<file path="src/rtl/cmp_pkg.sv">
package cmp_pkg;

  // Three-way verdict carried between slices
  typedef struct packed {
    logic gt;
    logic eq;
    logic lt;
  } cmp_res_t;

  // Verdict fed to the least significant slice: operands so far are equal
  localparam cmp_res_t RES_SEED = '{gt: 1'b0, eq: 1'b1, lt: 1'b0};

endpackage

</file>
<file path="src/rtl/cmp_bit_eq.sv">
module cmp_bit_eq #(
  parameter int W = 4
) (
  input  logic [W-1:0] a_i,
  input  logic [W-1:0] b_i,
  output logic [W-1:0] match_o
);

  // One XNOR per bit pair
  for (genvar gi = 0; gi < W; gi++) begin : g_bit
    assign match_o[gi] = ~(a_i[gi] ^ b_i[gi]);
  end

endmodule

</file>
<file path="src/rtl/cmp_mag.sv">
module cmp_mag #(
  parameter int W = 4
) (
  input  logic [W-1:0] a_i,
  input  logic [W-1:0] match_i,
  output logic         a_big_o,
  output logic         all_eq_o
);

  logic found;

  // The most significant mismatching bit decides; A is bigger if its bit is 1 there
  always_comb begin
    found   = 1'b0;
    a_big_o = 1'b0;
    for (int i = W - 1; i >= 0; i--) begin
      if (!found && !match_i[i]) begin
        found   = 1'b1;
        a_big_o = a_i[i];
      end
    end
  end

  assign all_eq_o = &match_i;

endmodule

</file>
<file path="src/rtl/cmp_slice.sv">
module cmp_slice
  import cmp_pkg::*;
#(
  parameter int W = 4
) (
  input  logic [W-1:0] a_i,
  input  logic [W-1:0] b_i,
  input  cmp_res_t     cas_i,
  output cmp_res_t     res_o
);

  logic [W-1:0] match;
  logic         a_big;
  logic         all_eq;

  cmp_bit_eq #(.W(W)) u_eq (
    .a_i     (a_i),
    .b_i     (b_i),
    .match_o (match)
  );

  cmp_mag #(.W(W)) u_mag (
    .a_i      (a_i),
    .match_i  (match),
    .a_big_o  (a_big),
    .all_eq_o (all_eq)
  );

  // Local nibbles equal: lower verdict passes; otherwise local verdict wins
  always_comb begin
    if (all_eq) begin
      res_o = cas_i;
    end else begin
      res_o.gt = a_big;
      res_o.eq = 1'b0;
      res_o.lt = ~a_big;
    end
  end

endmodule

</file>
<file path="src/rtl/cmp_chain8.sv">
module cmp_chain8
  import cmp_pkg::*;
#(
  parameter int SLICE_W  = 4,
  parameter int N_SLICES = 2
) (
  input  logic [SLICE_W*N_SLICES-1:0] a_i,
  input  logic [SLICE_W*N_SLICES-1:0] b_i,
  output logic                        a_gt_o,
  output logic                        a_eq_o,
  output logic                        a_lt_o
);

  localparam int TOT_W = SLICE_W * N_SLICES;

  // link[k] is the verdict entering slice k; link[N_SLICES] is the final one
  cmp_res_t link [N_SLICES+1];

  assign link[0] = RES_SEED;

  for (genvar gs = 0; gs < N_SLICES; gs++) begin : g_slice
    cmp_slice #(.W(SLICE_W)) u_slice (
      .a_i   (a_i[gs*SLICE_W +: SLICE_W]),
      .b_i   (b_i[gs*SLICE_W +: SLICE_W]),
      .cas_i (link[gs]),
      .res_o (link[gs+1])
    );
  end

  assign a_gt_o = link[N_SLICES].gt;
  assign a_eq_o = link[N_SLICES].eq;
  assign a_lt_o = link[N_SLICES].lt;

endmodule

</file>
<file path="config.mk">
export PLATFORM = sky130hd
export DESIGN_NAME = cmp_chain8
export DESIGN_NICKNAME = d
export VERILOG_FILES = /design/src/rtl/cmp_pkg.sv /design/src/rtl/cmp_bit_eq.sv /design/src/rtl/cmp_mag.sv /design/src/rtl/cmp_slice.sv /design/src/rtl/cmp_chain8.sv
export SDC_FILE = /design/constraint.sdc
export NUM_CORES = 1
export LEC_CHECK = 0
export BUFFER_PORTS_ARGS = -buffer_cell sky130_fd_sc_hd__buf_2
export CAP_MARGIN = 20
export CORE_AREA = 5 5 42 44
export DETAILED_ROUTE_END_ITERATION = 8
export DIE_AREA = 0 0 47 49
export PLACE_DENSITY = 0.5
export SYNTH_ARGS = -nofsm -noshare
export SYNTH_HDL_FRONTEND = slang
export SYNTH_SLANG_ARGS = --single-unit
export TNS_END_PERCENT = 1
</file>
<file path="constraint.sdc">
create_clock -name vclk -period 2.9
set_input_delay 0 -clock vclk [all_inputs]
set_output_delay 0 -clock vclk [all_outputs]
set_load 0.02 [all_outputs]
</file>
Word-level counts from Yosys, hierarchy flattened
Index checks and enable logic that the tools add are counted.

Muxes and demuxes: 16. Bitwise operators: 18. Reductions and logical operators: 12.

Operator list (count): $mux 1 (14); $not 1->1 (10); $reduce_and 4->1 (2); $xor 1x1->1 (8); $logic_and 1x1->1 (6); $mux 3 (2); $logic_not 1->1 (4).

Register bits: 0. Bits of input ports: 16. Output and inout port bits: 3. Logic and storage cells: 46.

Longest topological paths before layout
Depth after elaboration: 13. Depth in mapped cells: 7. Mapped depth without buffers: 7.

By module
From an unflattened synthesis, not the netlist that was laid out.

Cell total of the unflattened synthesis: 30. Area total of the unflattened synthesis: 255.2 um^2.

Modules (own cells, without submodules): cmp_mag (instances 2, cells an instance 6, area each 52.6 um^2, seq. area each 0.0 um^2); cmp_slice (instances 2, cells an instance 4, area each 36.3 um^2, seq. area each 0.0 um^2); cmp_bit_eq (instances 2, cells an instance 4, area each 35.0 um^2, seq. area each 0.0 um^2); cmp_chain8 (instances 1, cells an instance 2, area each 7.5 um^2, seq. area each 0.0 um^2).

Least setup slack after synthesis
OpenSTA, ideal clock, no wires.

Kind: input -> output. From: input b_i[3]. To: output a_lt_o. Data arrival time: 1380 ps. Data required time: 2900 ps. Slack: 1520 ps. Cell stages on the path: 7. Buffers on the path: 0. Cell sequence: inv_1 > ha_1 > inv_1 > nor4_1 > nor2b_1 > a211oi_1 > and2b_1.

Longest elaborated chain between the ends: 13. Elaborated cells on any way between the ends: 18. Those cells by class: mux (9); bitwise (3); reduce/logical (6).

RTL lines: start, declared (line cmp_chain8.sv:8) `input logic [SLICE_W*N_SLICES-1:0] b_i,`; $xor 1x1->1 * (line cmp_bit_eq.sv:11) `assign match_o[gi] = ~(a_i[gi] ^ b_i[gi]);`; $not 1->1 (line cmp_bit_eq.sv:11); $logic_and 1x1->1 (line cmp_mag.sv:17) `if (!found && !match_i[i]) begin`; $mux 1 (line cmp_mag.sv:17); $logic_not 1->1 (line cmp_mag.sv:17); $logic_and 1x1->1 (line cmp_mag.sv:17); $mux 1 (line cmp_mag.sv:17); $logic_not 1->1 (line cmp_mag.sv:17); $logic_and 1x1->1 (line cmp_mag.sv:17); $mux 1 (line cmp_mag.sv:17); $not 1->1 (line cmp_slice.sv:36) `res_o.lt = ~a_big;`; $mux 3 * (2 in series) (line cmp_slice.sv:31) `if (all_eq) begin`; end, declared (line cmp_chain8.sv:11) `output logic a_lt_o`.

Every way passes the cells marked *; elsewhere a longest branch is shown, timed or not.

Final worst setup path
From: input a_i[3]. To: output a_gt_o.

Longest elaborated chain between the ends: 12. Elaborated cells on any way between the ends: 17. Those cells by class: mux (9); bitwise (2); reduce/logical (6).

RTL lines: start, declared (line cmp_chain8.sv:7) `input logic [SLICE_W*N_SLICES-1:0] a_i,`; $xor 1x1->1 (line cmp_bit_eq.sv:11); $not 1->1 (line cmp_bit_eq.sv:11); $logic_and 1x1->1 (line cmp_mag.sv:17); $mux 1 (line cmp_mag.sv:17); $logic_not 1->1 (line cmp_mag.sv:17); $logic_and 1x1->1 (line cmp_mag.sv:17); $mux 1 (line cmp_mag.sv:17); $logic_not 1->1 (line cmp_mag.sv:17); $logic_and 1x1->1 (line cmp_mag.sv:17); $mux 1 (line cmp_mag.sv:17); $mux 3 * (2 in series) (line cmp_slice.sv:31); end, declared (line cmp_chain8.sv:9) `output logic a_gt_o,`.

Marks and branches as above.

==> impl_results.md <==
- Setup tns final: 0 ps
- Slew Viols, Final: 0
- First-pass GRT wire length: 959 um
- Min Clock Period, post-route: 1560 ps
- Startpoint type of the worst setup path: input port
- Power per cell area: 158 mW/mm2
- Fin. Hold Viols: 0
- Mapped Cells: 35
- Cell mode on critical path: buf_2
- Fraction of layout cells with a size suffix above 1: 40.7%
- Combinational share of power: 100.0%
- Worst path buffer plus inverter count: 2
- Max VDD drop: 0.0354 mV
- Die area: 0.00230 mm2
- Seq Cell Count: 0
- Biggest cell delay along the critical path: 410 ps
- GRT Total Usage: 4.98%
- Starting density of the core: 18.5%
- Commonest non-fill, non-tap cells in the layout: buf_2 (19), inv_1 (5), nor2b_1 (5), xor2_1 (3), xnor2_1 (3)
- Placed Cells: 70
- Synth Area in Adders: 18.4%
- Max Cap Viol: 0
- Top cell type's share of synthesized area: 12.1%
- Synth Area in XOR/XNOR: 20.3%
- Syn Nets: 53
- HPWL Detailed: 575 um
- Mux contribution to synthesized area: 0%
- Largest net degree at the start of global routing: 5
- Post-synthesis cell area: 259 um2
- Detailed Routing Iterations Pass 1: 2
- Most common cell after layout, fill and taps aside: buf_2
- Setup-violating endpoint count in the final report: 0
- Post-synthesis average cell area: 7.40 um2
- Fillers: 173
- Compound-cell area share of the yosys netlist: 25.6%
- Status: finished clean
- Synthesis Warnings: 0
- FMAX: 0.640 GHz
- Layout area overhead: 44.4%
- Post-Synth Simple-Gate Area: 27.1%
- Multi-input logic area: 236 um2
- Main combinational cell family by area after synthesis: simple AND/OR/NAND/NOR gates
- N_diodes: 0
- # hold bufs at CTS: 0
- Final hold slack: 497 ps
- Die W: 47 um
- Overflow after GRT: 0
- Max-slew headroom: 75.4%
- DR iter-0 viols: 4
- Detailed Route WL: 603 um
- Pleak: 0.196 nW
- IO Port Bufs: 19
- Leading area contributor after synthesis: nor2b_1
- WL per Instance: 8.61 um
- Initial antenna violation count: 0
- Pint: 0.0296 mW
- Type of destination of the critical path: output pin
- Crit-path slowest cell: a2111oi_0
- Vias/cell: 4.31
- Actual slew at the worst max-slew pin: 359 ps
- Crit path arrival time: 1560 ps
- Largest cells by area after synthesis: nor2b_1 (12%), xnor2_1 (10%), xor2_1 (10%)
- Fin cells: 70
- I/O pins: 19
- Post-layout nets: 74
- Final Cycle Share: 53.9%
- CLK BUF: 0
- Final RePlAce weighted congestion: 0.731
- Distinct cells, synth: 19
- RSZ-0062 raised after global routing: false
- Register area share after synthesis: 0%
- Part of the power in registers: 0%
- Die Y-Extent: 49 um
- Switching power: 0.0294 mW
- Worst Setup Path Type: input port to output pin
- Clock power share: 0%
- Vias in the first global route: 284
- Net Sw Frac: 49.9%
- Worst-path cell chain: buf_2 > ha_1 > nor2b_1 > a311o_1 > o32ai_1 > a2111oi_0 > a211o_1 > buf_2
- Post-CTS Setup Inserts: 0
- Antenna Nets Post-Route: 0
- Core Area: 0.00140 mm2
- Top delay family on crit path: compound AO/OA/AOI/OAI gates
- Vias: 302
- Post-CTS Resized: 0
- Register area: 0 um2
- CP max FO: 4
- Site Rows: 14
- CP required: 2900 ps
- # DRC: 0
- Hold Path Class: input port to output pin
## synthesized netlist by cell type
| library cell | number |
|---|---|
| a311o_1 | 1 |
| a21o_1 | 1 |
| inv_1 | 5 |
| and3_1 | 1 |
| xnor2_1 | 3 |
| o32ai_1 | 1 |
| nand4_1 | 1 |
| inv_2 | 1 |
| a2111oi_0 | 1 |
| xor2_1 | 3 |
| ha_1 | 2 |
| nor2b_1 | 5 |
| a211oi_1 | 2 |
| and2b_1 | 1 |
| maj3_2 | 2 |
| a211o_1 | 1 |
| nand2b_1 | 2 |
| o31ai_1 | 1 |
| nor4_1 | 1 |
## through the flow
stage                     total power, mW  utilization, %  area (um2)  setup slack [ps]
after floorplan                    0.0367               -         259              1520
after global placement             0.0587            26.7         374              1300
after detailed placement           0.0594            26.7         374              1330
after CTS                          0.0597            26.7         374              1320
after global routing               0.0655            26.7         374              1130
final                              0.0590            26.7         374              1340
## power by group through the flow
| stage | logic, mW | clock network, mW | registers [mW] |
|---|---|---|---|
| after floorplan | 0.0367 | 0 | 0 |
| after global placement | 0.0587 | 0 | 0 |
| after detailed placement | 0.0594 | 0 | 0 |
| after CTS | 0.0597 | 0 | 0 |
| after global routing | 0.0655 | 0 | 0 |
| final | 0.0590 | 0 | 0 |
## worst min-delay path, cell delays in order
cell and delay [ps]:
buf_2 90, xnor2_1 50, nand4_1 120, nor2b_1 70
buf_2 150
## layout make-up
| cell class | instances | area share [%] |
|---|---|---|
| tap | 16 | 5.35 |
| timing repair buffer | 19 | 25.4 |
| inverter | 6 | 6.02 |
| multi-input combinational | 29 | 63.2 |
## final timing paths
check	from	end	slack, ps	depth (start not counted)
worst max-delay path	a_i[3]	a_gt_o	1340	8
worst min-delay path	a_i[4]	a_eq_o	500	5
## per-layer routing
| metal | track usage [%] | vias up | share of wire (%) |
|---|---|---|---|
| li1 | - | 164 | - |
| met1 | 5.87 | 130 | 39 |
| met2 | 9.95 | 8 | 54 |
| met3 | 0 | 0 | 6.3 |
| met4 | 0 | 0 | 0 |
| met5 | 0 | - | 0 |
## logic make-up after synthesis
logic type               Yosys count
AO/OA/AOI/OAI                      8
XOR/XNOR                           6
adder cells (fa/ha/maj)            4
buffers and inverters              6
AND/OR/NAND/NOR                   11
(Power assumes the default switching activity.)
